--- src/rtl/sc_xcvr_pkg.sv ---
package sc_xcvr_pkg;
    typedef enum logic [1:0] {TX_IDLE, TX_ARM, TX_SEND, TX_STOP} tx_state_e;
    typedef enum logic [1:0] {RX_IDLE, RX_BITS, RX_TAIL, RX_SIGNAL} rx_state_e;
endpackage

--- src/rtl/sc_retry_ctr.sv ---
module sc_retry_ctr #(
    parameter int RTY_W = 3
) (
    input  logic             clk,
    input  logic             rst_n,
    input  logic             clr,
    input  logic             fail,
    input  logic             en,
    input  logic [RTY_W-1:0] limit,
    output logic             allow
);
    logic [RTY_W:0] used;

    assign allow = en && (used <= {1'b0, limit});

    always_ff @(posedge clk or negedge rst_n) begin
        if (!rst_n)              used <= '0;
        else if (clr)            used <= '0;
        else if (fail && allow)  used <= used + 1'b1;
    end
endmodule

--- src/rtl/sc_tx_fsm.sv ---
module sc_tx_fsm
    import sc_xcvr_pkg::*;
#(
    parameter int DATA_W = 8
) (
    input  logic              clk,
    input  logic              rst_n,
    input  logic              tick,
    input  logic              start,
    input  logic [DATA_W-1:0] data_in,
    input  logic              stop_two,
    input  logic              line_in,
    input  logic              allow,
    output logic              active,
    output logic              drive_low,
    output logic              fail,
    output logic              err
);
    localparam int PAR_I   = 2 * (DATA_W + 1);
    localparam int RETRY_I = PAR_I + 8;
    localparam int CW      = $clog2(RETRY_I + 2);
    localparam logic [CW-1:0] STOP_T  = CW'(PAR_I + 2);
    localparam logic [CW-1:0] SAMP_T  = CW'(PAR_I + 4);
    localparam logic [CW-1:0] END1_T  = CW'(PAR_I + 5);
    localparam logic [CW-1:0] END2_T  = CW'(PAR_I + 6);
    localparam logic [CW-1:0] RETRY_T = CW'(RETRY_I);

    tx_state_e         state, nxt;
    logic [CW-1:0]     cnt;
    logic [DATA_W:0]   sh;
    logic [DATA_W-1:0] dat;
    logic              line_hi, rej;

    assign active    = (state != TX_IDLE);
    assign drive_low = !line_hi;
    assign fail      = tick && (state == TX_STOP) && rej && (cnt == RETRY_T);

    always_ff @(posedge clk or negedge rst_n) begin
        if (!rst_n) state <= TX_IDLE;
        else        state <= nxt;
    end

    always_comb begin
        nxt = state;
        unique case (state)
            TX_IDLE: if (start) nxt = TX_ARM;
            TX_ARM:  if (tick) nxt = TX_SEND;
            TX_SEND: if (tick && cnt == STOP_T) nxt = TX_STOP;
            TX_STOP: if (tick) begin
                if (rej) begin
                    if (cnt == RETRY_T) nxt = allow ? TX_ARM : TX_IDLE;
                end else if (cnt == (stop_two ? END2_T : END1_T)) begin
                    nxt = TX_IDLE;
                end
            end
            default: nxt = TX_IDLE;
        endcase
    end

    always_ff @(posedge clk or negedge rst_n) begin
        if (!rst_n) begin
            cnt     <= '0;
            sh      <= '0;
            dat     <= '0;
            line_hi <= 1'b1;
            rej     <= 1'b0;
            err     <= 1'b0;
        end else begin
            if (state == TX_IDLE && start) begin
                dat <= data_in;
                err <= 1'b0;
            end
            if (tick) begin
                unique case (state)
                    TX_ARM: begin
                        line_hi <= 1'b0;
                        sh      <= {^dat, dat};
                        cnt     <= CW'(1);
                        rej     <= 1'b0;
                    end
                    TX_SEND: begin
                        cnt <= cnt + 1'b1;
                        if (cnt == STOP_T) begin
                            line_hi <= 1'b1;
                        end else if (!cnt[0]) begin
                            line_hi <= sh[0];
                            sh      <= sh >> 1;
                        end
                    end
                    TX_STOP: begin
                        cnt <= cnt + 1'b1;
                        if (cnt == SAMP_T) rej <= !line_in;
                        if (rej && cnt == RETRY_T && !allow) err <= 1'b1;
                    end
                    default: ;
                endcase
            end
        end
    end

    assert_released_idle_R2: assert property (@(posedge clk) disable iff (!rst_n)
        (state == TX_IDLE) |-> !drive_low);
    assert_err_only_exhausted_R5: assert property (@(posedge clk) disable iff (!rst_n)
        $rose(err) |-> $past(!allow));
    assert_resend_on_reject_R4: assert property (@(posedge clk) disable iff (!rst_n)
        (fail && allow) |=> (state == TX_ARM));
endmodule

--- src/rtl/sc_rx_fsm.sv ---
module sc_rx_fsm
    import sc_xcvr_pkg::*;
#(
    parameter int DATA_W = 8
) (
    input  logic              clk,
    input  logic              rst_n,
    input  logic              tick,
    input  logic              enable,
    input  logic              line_in,
    input  logic              allow,
    output logic              active,
    output logic              sig_low,
    output logic              rx_valid,
    output logic [DATA_W-1:0] rx_data,
    output logic              err,
    output logic              fail,
    output logic              clr
);
    localparam int PAR_I = 2 * (DATA_W + 1);
    localparam int CW    = $clog2(PAR_I + 8);
    localparam logic [CW-1:0] PAR_T   = CW'(PAR_I);
    localparam logic [CW-1:0] TAIL_T  = CW'(PAR_I + 2);
    localparam logic [CW-1:0] SIG_ON  = CW'(PAR_I + 2);
    localparam logic [CW-1:0] SIG_OFF = CW'(PAR_I + 4);
    localparam logic [CW-1:0] SIG_END = CW'(PAR_I + 5);

    rx_state_e         state, nxt;
    logic [CW-1:0]     cnt;
    logic [DATA_W-1:0] sh;
    logic              perr, at_par;

    assign perr   = ^{sh, line_in};
    assign at_par = tick && (state == RX_BITS) && (cnt == PAR_T);
    assign fail   = at_par && perr;
    assign clr    = at_par && (!perr || !allow);
    assign active = (state != RX_IDLE);

    always_ff @(posedge clk or negedge rst_n) begin
        if (!rst_n) state <= RX_IDLE;
        else        state <= nxt;
    end

    always_comb begin
        nxt = state;
        unique case (state)
            RX_IDLE:   if (tick && enable && !line_in) nxt = RX_BITS;
            RX_BITS:   if (at_par) nxt = (perr && allow) ? RX_SIGNAL : RX_TAIL;
            RX_TAIL:   if (tick && cnt == TAIL_T) nxt = RX_IDLE;
            RX_SIGNAL: if (tick && cnt == SIG_END) nxt = RX_IDLE;
            default:   nxt = RX_IDLE;
        endcase
    end

    always_ff @(posedge clk or negedge rst_n) begin
        if (!rst_n) begin
            cnt      <= '0;
            sh       <= '0;
            rx_data  <= '0;
            rx_valid <= 1'b0;
            sig_low  <= 1'b0;
            err      <= 1'b0;
        end else begin
            rx_valid <= 1'b0;
            if (tick) begin
                unique case (state)
                    RX_IDLE: if (enable && !line_in) begin
                        cnt <= CW'(1);
                        err <= 1'b0;
                    end
                    RX_BITS: begin
                        cnt <= cnt + 1'b1;
                        if (cnt == PAR_T) begin
                            if (!perr) begin
                                rx_data  <= sh;
                                rx_valid <= 1'b1;
                            end else if (!allow) begin
                                err <= 1'b1;
                            end
                        end else if (!cnt[0]) begin
                            sh <= {line_in, sh[DATA_W-1:1]};
                        end
                    end
                    RX_TAIL: cnt <= cnt + 1'b1;
                    RX_SIGNAL: begin
                        cnt <= cnt + 1'b1;
                        if (cnt == SIG_ON)  sig_low <= 1'b1;
                        if (cnt == SIG_OFF) sig_low <= 1'b0;
                    end
                    default: ;
                endcase
            end
        end
    end

    assert_valid_pulse_R6: assert property (@(posedge clk) disable iff (!rst_n)
        rx_valid |=> !rx_valid);
    assert_signal_scope_R7: assert property (@(posedge clk) disable iff (!rst_n)
        sig_low |-> (state == RX_SIGNAL));
    assert_no_byte_on_err_R8: assert property (@(posedge clk) disable iff (!rst_n)
        $rose(err) |-> !rx_valid);
endmodule

--- src/rtl/sc_char_xcvr.sv ---
module sc_char_xcvr #(
    parameter int DATA_W = 8,
    parameter int RTY_W  = 3
) (
    input  logic              clk,
    input  logic              rst_n,
    input  logic              half_tick,
    input  logic              stop_two,
    input  logic              tx_valid,
    input  logic [DATA_W-1:0] tx_data,
    input  logic              tx_rty_en,
    input  logic [RTY_W-1:0]  tx_rty_lim,
    input  logic              rx_rty_en,
    input  logic [RTY_W-1:0]  rx_rty_lim,
    input  logic              io_in,
    output logic              io_drive_low,
    output logic              rx_valid,
    output logic [DATA_W-1:0] rx_data,
    output logic              busy,
    output logic              tx_err,
    output logic              rx_err
);
    localparam int NDIR = 2;

    logic tx_active, rx_active, tx_drive, rx_sig, start;
    logic [NDIR-1:0]  r_en, r_clr, r_fail, r_allow;
    logic [RTY_W-1:0] r_lim [NDIR];

    assign busy         = tx_active || rx_active;
    assign start        = tx_valid && !busy;
    assign io_drive_low = tx_drive || rx_sig;

    assign r_en[0]  = tx_rty_en;
    assign r_lim[0] = tx_rty_lim;
    assign r_clr[0] = start;
    assign r_en[1]  = rx_rty_en;
    assign r_lim[1] = rx_rty_lim;

    for (genvar g = 0; g < NDIR; g++) begin : g_rty
        sc_retry_ctr #(.RTY_W(RTY_W)) u_ctr (
            .clk(clk), .rst_n(rst_n), .clr(r_clr[g]), .fail(r_fail[g]),
            .en(r_en[g]), .limit(r_lim[g]), .allow(r_allow[g])
        );
    end

    sc_tx_fsm #(.DATA_W(DATA_W)) u_tx (
        .clk(clk), .rst_n(rst_n), .tick(half_tick), .start(start),
        .data_in(tx_data), .stop_two(stop_two), .line_in(io_in),
        .allow(r_allow[0]), .active(tx_active), .drive_low(tx_drive),
        .fail(r_fail[0]), .err(tx_err)
    );

    sc_rx_fsm #(.DATA_W(DATA_W)) u_rx (
        .clk(clk), .rst_n(rst_n), .tick(half_tick), .enable(!tx_active),
        .line_in(io_in), .allow(r_allow[1]), .active(rx_active),
        .sig_low(rx_sig), .rx_valid(rx_valid), .rx_data(rx_data),
        .err(rx_err), .fail(r_fail[1]), .clr(r_clr[1])
    );

    assert_half_duplex_R10: assert property (@(posedge clk) disable iff (!rst_n)
        !(tx_drive && rx_sig));
    assert_no_tx_during_rx_R10: assert property (@(posedge clk) disable iff (!rst_n)
        $rose(tx_active) |-> $past(!rx_active));
endmodule

--- config.mk ---
export PLATFORM = sky130hd
export DESIGN_NAME = sc_char_xcvr
export DESIGN_NICKNAME = d
export VERILOG_FILES = /design/src/rtl/sc_xcvr_pkg.sv /design/src/rtl/sc_retry_ctr.sv /design/src/rtl/sc_tx_fsm.sv /design/src/rtl/sc_rx_fsm.sv /design/src/rtl/sc_char_xcvr.sv
export SDC_FILE = /design/constraint.sdc
export NUM_CORES = 1
export LEC_CHECK = 0
export BUFFER_PORTS_ARGS = -buffer_cell sky130_fd_sc_hd__buf_2
export CAP_MARGIN = 20
export CORE_MARGIN = 4
export CORE_UTILIZATION = 34
export CTS_CLUSTER_DIAMETER = 80
export DETAILED_ROUTE_END_ITERATION = 16
export GPL_TIMING_DRIVEN = 0
export RECOVER_POWER = 25
export REMOVE_ABC_BUFFERS = 1
export SLEW_MARGIN = 20
export SYNTH_ARGS = -nofsm -noshare
export SYNTH_HDL_FRONTEND = slang
export SYNTH_HIERARCHICAL = 1
export SYNTH_SLANG_ARGS = --single-unit
--- constraint.sdc ---
create_clock -name clk -period 6.6 [get_ports clk]
set_input_delay 0.99 -clock clk [delete_from_list [all_inputs] [get_ports clk]]
set_output_delay 0.99 -clock clk [all_outputs]
set_load 0.05 [all_outputs]
* Word level (Yosys, flattened, before mapping)
Cells that the tools add are included.
Storage, ports and cells: bits in registers 61, bits of input ports 22
Cells by class: add/sub/neg operators 4, order comparisons 2, equality and inequality tests 32, muxes and demuxes 46, bitwise logic cells 3, reductions and logical operators 58
Operators by type and width (number):
- == test 5 bit (second input constant) | 7
- logical AND 1 bit | 22
- two-way mux 2 bit | 11
- two-way mux 4 bit | 5
- case mux 5 bit (2 select lines) | 2
- two-way mux 1 bit | 19
- two-way mux 9 bit | 2
- case mux 9 bit (2 select lines) | 1
- nonzero test 2 bit | 9
- != test 2 x 1 -> 1 bit (second input constant) | 8
- case mux 2 bit (4 select lines) | 2
- AND reduction 4 bit | 4
- != test 2 bit (second input constant) | 7
- AND reduction 6 bit | 2
- adder 5 x 1 -> 5 bit (second input constant) | 2
- AND reduction 3 bit | 3
- parity 9 bit | 1
- adder 4 x 1 -> 4 bit (second input constant) | 2
- == test 2 bit (second input constant) | 4
- less-or-equal comparator 4 x 3 -> 1 bit | 2
- parity 8 bit | 1
- zero test 1 bit | 7
- != test 3 bit (second input constant) | 2
- case mux 1 bit (2 select lines) | 3
- other kinds (10) | 17

* Logic depth before layout (Yosys ltp)
Gate-level depths: netlist of run 1.
word-level depth 9, mapped depth 9

* Modules after synthesis
The synthesis of run 1 kept the hierarchy.
By module, submodules not included:
- sc_tx_fsm | times used 1, cells an instance 138, area each 1482.7 sq um, seq. area each 676.9 sq um
- sc_rx_fsm | times used 1, cells an instance 105, area each 1272.5 sq um, seq. area each 650.6 sq um
- sc_retry_ctr | times used 2, cells an instance 32, area each 312.8 sq um, seq. area each 100.1 sq um
- sc_char_xcvr | times used 1, cells an instance 4, area each 23.8 sq um, seq. area each 0.0 sq um

* Worst setup path before layout of run 1
OpenSTA, ideal clock, no wires.
kind input -> register, start point in io_in, end point reg g_rty[1].u_ctr.used[2], library setup time 0.128 ns, arrival time 2.460 ns, path slack 4.012 ns, stages on the path 6, cells stage by stage xnor2_1 -> xnor2_1 -> xnor3_2 -> a21oi_1 -> nor2b_1 -> mux2_1
On the way: cells in the longest elaborated chain, start to end 5, elaborated cells between the ends (all ways) 8, those cells by class 1 x mux; 7 x reduce/logical
Ends and longest elaborated chain:
- from (decl) | RTL line sc_char_xcvr.sv:15 | input logic io_in,
- parity 9 bit (*) | RTL line sc_rx_fsm.sv:33 | assign perr = ^{sh, line_in};
- zero test 1 bit (*) | RTL line sc_rx_fsm.sv:36 | assign clr = at_par && (!perr || !allow);
- logical OR 1 bit (*) | RTL line sc_rx_fsm.sv:36
- logical AND 1 bit (*) | RTL line sc_rx_fsm.sv:36
- via r_clr[1] | RTL line sc_char_xcvr.sv:26 | logic [NDIR-1:0] r_en, r_clr, r_fail, r_allow;
- two-way mux 4 bit / nonzero test 2 bit (equally long branches)
- to (signal assigned) | RTL line sc_retry_ctr.sv:19 | else if (fail && allow) used <= used + 1'b1;
- to (decl) | RTL line sc_retry_ctr.sv:12 | logic [RTY_W:0] used;
Mark *: on every way through the listed nets, which the timed path passes. The rest lies on a longest branch. A chain may end at the register's enable or synchronous reset.

==> impl_metrics.tcl, run 1 <==
set metrics [dict create \
    grt_antenna_before_repair 0 \
    violations "capacitance limit, slew limit" \
    ir_worst_vdd_mv 0.162 \
    critPathRequiredTime_ps 6300 \
    ctsLongestPathBuffers 2 \
    ys_seq_elements 61 \
    nNetsFinal 391 \
    most-common-layout-cells "60 x dfrtp_1, 33 x buf_2, 29 x nor2_1" \
    maxCapViolCount 1 \
    postRouteAntennaNets 0 \
    gp_congestion 0.762 \
    dieArea_um2 11700 \
    post-dp-hpwl_mm 4.49 \
    pin_count 35 \
    post_drt_wl_per_cell_um 13.0 \
    grt_util_all_layers 0.115 \
    gr-total-overflow 0 \
    clk_latency_ps 330 \
    drv_slew 62 \
    ys_warn_count 6 \
    die_w_um 108 \
    finish.utilization 0.402 \
    rows 36 \
    fmax_mhz 278 \
    r2r_end "u_tx/dat[7]" \
    numPortBuffers 34 \
    syn_area_per_cell_um2 10.9 \
    synth_ff_type "dfrtp_1" \
    start_util 0.348 \
    numCtsBuffers 9 \
    ff2ff_path_depth 5 \
    r2r-start "u_rx/state[0]" \
    via_per_inst 4.81 \
    syn_inst 311 \
    cts_resized 0 \
    cp_slowest_cell "clkbuf_1" \
    power_density_nw_per_um2 432 \
    final_common_cell "dfrtp_1" \
    cp_top_family "buffers and inverters" \
    final_cell_count_no_fill 488 \
    finalWorstSetupSlack_ps 3000 \
    whs_ps 499 \
    finalPower_mw 1.70 \
    rsz0062_at_grt "no" \
    post-place-ws_ps 3630 \
    grt_pass1_vias 2430 \
    drc 0 \
    combPwrFrac 0.410 \
    grt_max_degree 62 \
    path_cells "clkbuf_1" \
    holdPathStages 2 \
    grt_pass1_wl_mm 10.8 \
    vias 2346 \
    n_antenna_cell 0 \
    crit_path_start_kind "input port" \
    pwr-share-clk 0.219 \
    worst_pin_slew_ps 3280 \
    fp.dieH_um 108 \
    min_to "u_tx/line_hi" \
    placed_area_um2 3710 \
    syn_to_final_growth_pct 15.5 \
    cts_root_buffer "clkbuf_8" \
    dp.cells 472 \
    outcome "finished, violations left" \
    critPathMaxStageDelay_ps 2270 \
    fin_skew_ps 8.60 \
    yosysUniqueCellTypes 61 \
    power.switching_uw 636 \
    cell_internal_pwr_mw 1.06 \
    cts_tree "yes" \
    critPathCaptureType "async pin" \
    syn_area_um2 3400 \
    timing.final.crit_share 0.545 \
    cp_num_buf_inv 1 \
    leakage_nw 1.90 \
    min_from "u_tx/line_hi" \
    drive_gt1_frac 0.251 \
    post_cts_buffers 0 \
    critPathArrivalTime_ps 3300 \
    slew_headroom -1.19 \
    seq_area_frac_synth 0.449 \
    swShare 0.375 \
    hold_path.class "reg2reg" \
    power_frac_seq 0.370 \
    rrSetupSlack_ps 3920 \
    critical_path_class "in2async" \
    nFillCells 961 \
    htreeDepth 3 \
    stdcell_area_um2 3930 \
    synth_edf_count 0 \
    min_period_ps 3600 \
    setup_viol 0 \
    finalHoldViolations 0 \
    coreArea_um2 9770 \
    drt_iter0_drc 93 \
    crit_fanout 61 \
    async_flop_share 1.00 \
    drt-pass1-iter-count 4 \
    cts_hold_buf 0 \
    clk_pin_slew_ps 70 \
    clock-sinks 61 \
    drt_wl_total_mm 6.33 \
    setup-tns-final_ps 0 \
]
-- worst register-to-register path, cell delays in order, from the launching register on --
cell and delay, ps:
dfrtp_1 460, nor2_1 280, inv_1 90, nor3b_1 810, nand2_1 520, mux2_2 410
-- layout make-up --
type                            count  area (um^2)  share of cell area
Multi-Input combinational cell    217         1740               0.443
Clock inverter                      6         86.3              0.0220
Tap cell                          133          166              0.0423
Sequential cell                    61         1530               0.389
Clock buffer                       10          138              0.0350
Inverter                           27          101              0.0258
Timing Repair Buffer               34          169              0.0430
-- how the worst max path moves through the flow --
stage                  start                endpoint  slack [ps]  cells after the start
5_1_grt                rst_n              u_tx/sh[0]        2260                      1
4_1_cts        u_rx/state[0]             u_tx/dat[3]        3830                      5
6_report               rst_n             u_rx/cnt[3]        3000                      1
3_5_place_dp        tx_valid             u_tx/dat[7]        3630                      4
2_1_floorplan          io_in  g_rty[1].u_ctr/used[2]        4010                      6
3_3_place_gp        tx_valid             u_tx/dat[5]        3650                      4
-- state kept, by name (all words and copies together) (netlist names) --
signal            count
u_tx/sh               9
g_rty.u_ctr/used      8
u_rx/rx_data          8
u_rx/sh               8
u_tx/dat              8
u_rx/cnt              5
u_tx/cnt              5
u_rx/state            2
u_tx/state            2
u_rx/err              1
u_rx/rx_valid         1
u_rx/sig_low          1
u_tx/err              1
u_tx/line_hi          1
u_tx/rej              1
-- cell families after synthesis --
family                     synth area share
and+or+nand+nor                       0.140
DFF                                   0.449
AOI/OAI and AO/OA                     0.115
muxes                                 0.126
buffers and inverters                0.0393
xor gates and xnor gates             0.0610
adders and majority gates            0.0698
-- synthesized netlist by cell type (2+ instances only) --
master / number / share of area
inv_1: 26 / 0.029
xnor2_1: 14 / 0.036
o21ai_0: 9 / 0.013
mux2_1: 4 / 0.013
a22o_1: 2 / 0.0051
ha_1: 19 / 0.070
nand4_1: 5 / 0.0092
or2_1: 2 / 0.0037
nand3b_1: 2 / 0.0044
nor2b_1: 8 / 0.015
nand4b_1: 2 / 0.0051
a31oi_1: 2 / 0.0037
mux2_2: 15 / 0.050
a211oi_2: 2 / 0.0073
mux2i_1: 11 / 0.032
nand2b_1: 9 / 0.017
o21bai_1: 2 / 0.0044
a22oi_1: 2 / 0.0044
a41o_1: 2 / 0.0059
a21oi_2: 2 / 0.0051
a21oi_1: 16 / 0.024
buf_1: 2 / 0.0022
dfrtp_1: 60 / 0.44
nor2_1: 29 / 0.032
nor3b_1: 2 / 0.0044
nand2_1: 12 / 0.013
a31oi_2: 2 / 0.0073
a211o_1: 2 / 0.0051
and4b_2: 2 / 0.0066
xor2_1: 7 / 0.018
mux2_4: 7 / 0.031
-- power by group through the flow --
stage	registers (mW)	logic [mW]	clock network [mW]
global route	0.652	0.785	0.404
global placement	0.630	0.683	0
finish	0.628	0.696	0.372
CTS	0.628	0.705	0.388
floorplan	0.629	0.555	0
detailed placement	0.635	0.701	0
-- routing by layer --
metal / vias to the layer above / wire, um / global-route usage
met1: 1137 / 3000 / 0.143
li1: 1158 / - / -
met3: 7 / 284 / 0.0340
met2: 44 / 3000 / 0.190
met4: 0 / 40 / 0.0406
met5: - / 0 / 0
Note: power is estimated with default switching activity, not from simulation.
==> inputs of run 2 (changes only) <==
- clock period: 6.6 -> 3.2 ns (I/O delays scaled with it)
==> run 2 against run 1 <==
Effect of this change:
- the flow still finishes with violations (capacitance limit, slew limit)
- critical path depth rose by 4
- highest routed layer unchanged
- sequential share of layout area barely moved
- largest power group unchanged
- clock skew barely moved
- utilization barely moved
- clock power rose by 110%
- critical path type is now reg2reg
- global-route usage did not move
==> impl_metrics.tcl, run 2 (synthesis gave the netlist of run 1 again) <==
set metrics [dict create \
    final_cell_count_no_fill 488 \
    grt_pass1_vias 2430 \
    most-common-layout-cells "60 x dfrtp_1, 33 x buf_2, 29 x nor2_1" \
    rrSetupSlack_ps 520 \
    rsz0062_at_grt "no" \
    drv_slew 62 \
    critical_path_class "reg2reg" \
    via_per_inst 4.81 \
    top_register "u_tx/sh" \
    numCtsBuffers 9 \
    dp.cells 472 \
    fmax_mhz 373 \
    syn_to_final_growth_pct 15.5 \
    critPathCaptureType "register" \
    drt_iter0_drc 93 \
    min_to "u_tx/dat[6]" \
    gr-total-overflow 0 \
    rows 36 \
    crit_fanout 9 \
    post_drt_wl_per_cell_um 13.0 \
    gp_congestion 0.762 \
    timing.final.crit_share 0.837 \
    grt_util_all_layers 0.115 \
    cts_tree "yes" \
    grt_max_degree 62 \
    clk_pin_slew_ps 70 \
    die_w_um 108 \
    crit_path_start_kind "register" \
    numPortBuffers 34 \
    vias 2347 \
    fp.dieH_um 108 \
    critPathLaunch "u_rx/state[0]" \
    final_common_cell "dfrtp_1" \
    cts_resized 0 \
    cp_slowest_cell "nor3b_1" \
    drt-pass1-iter-count 4 \
    ff2ff_path_depth 5 \
    power_density_nw_per_um2 890 \
    setup_viol 0 \
    grtUsageMet1 0.143 \
    n_antenna_cell 0 \
    top_usage_layer "met2" \
    path_cells "nor2_1 > inv_1 > nor3b_1 > nand2_1 > mux2_2" \
    cp_top_family "simple AND/OR/NAND/NOR gates" \
    clk_latency_ps 330 \
    leakage_nw 1.90 \
    min_from "tx_data[6]" \
    postRouteAntennaNets 0 \
    grt_antenna_before_repair 0 \
    finalHoldViolations 0 \
    post-dp-hpwl_mm 4.49 \
    gr-usage-met3 0.0340 \
    cts_root_buffer "clkbuf_8" \
    r2r_end "u_tx/dat[7]" \
    grt_util_met2 0.190 \
    grt_pass1_wl_mm 10.8 \
    r2r-start "u_rx/state[0]" \
    holdPathStages 2 \
    drc 0 \
    coreArea_um2 9770 \
    nNetsFinal 391 \
    htreeDepth 3 \
    pin_count 35 \
    critPathArrivalTime_ps 2900 \
    ctsLongestPathBuffers 2 \
    fin_skew_ps 8.60 \
    violations "capacitance limit, slew limit" \
    hold_path.class "in2reg" \
    nFillCells 960 \
    start_util 0.348 \
    post_cts_buffers 0 \
    drive_gt1_frac 0.254 \
    worst_pin_slew_ps 1530 \
    cts_hold_buf 0 \
    outcome "finished, violations left" \
    critPathRequiredTime_ps 3420 \
    slew_headroom -0.0170 \
    ir_worst_vdd_mv 0.335 \
    min_period_ps 2680 \
    setup-tns-final_ps 0 \
    dieArea_um2 11700 \
    maxCapViolCount 1 \
    clock-sinks 61 \
    critPathMaxStageDelay_ps 810 \
    largest_reg_flops 9 \
    drt_wl_total_mm 6.32 \
    cp_num_buf_inv 1 \
]
[run 2: cell type report]
class | instances | area, um^2 | area share
inverter | 27 | 101 | 0.0258
clock inverter | 6 | 86.3 | 0.0220
clock buffer | 10 | 138 | 0.0350
multi-input combinational | 217 | 1740 | 0.443
tap | 133 | 166 | 0.0423
sequential | 61 | 1530 | 0.388
timing repair buffer | 34 | 170 | 0.0433
[run 2: layer usage]
layer / vias up / wire (um)
met5: - / 0
met4: 0 / 40
met3: 7 / 284
met2: 46 / 3000
met1: 1136 / 3000
li1: 1158 / -
[run 2: worst max path at each step]
stage | slack, ps | endpoint | cells after the start
final | 520 | u_tx/dat[7] | 5
after global routing | 230 | u_tx/dat[2] | 5
after CTS | 430 | u_tx/dat[3] | 5
after detailed placement | 450 | u_tx/dat[7] | 5
after global placement | 470 | u_tx/dat[5] | 5
after floorplan | 970 | g_rty[1].u_ctr/used[2] | 9
[run 2: power by group]
part | leakage [nW] | total (mW) | internal [mW] | switching, mW
registers | 0.785 | 1.30 | 1.04 | 0.256
clock network | 0.112 | 0.768 | 0.458 | 0.309
logic | 1.00 | 1.44 | 0.690 | 0.746
total | 1.90 | 3.50 | 2.19 | 1.31
[run 2: stage by stage]
step	util	cell area (um^2)	worst slack, ps	hold slack [ps]	total power, mW
after global routing	0.402	3930	231	356	3.80
final	0.402	3930	522	375	3.50
after detailed placement	0.380	3710	447	486	2.75
after global placement	0.379	3710	466	477	2.71
after CTS	0.403	3940	430	255	3.55
after floorplan	-	3370	972	184	2.44
[run 2: worst register-to-register path, cell delays in order, from the launching register on]
cell	delay, ps
dfrtp_1	460
nor2_1	280
inv_1	90
nor3b_1	810
nand2_1	520
mux2_2	410
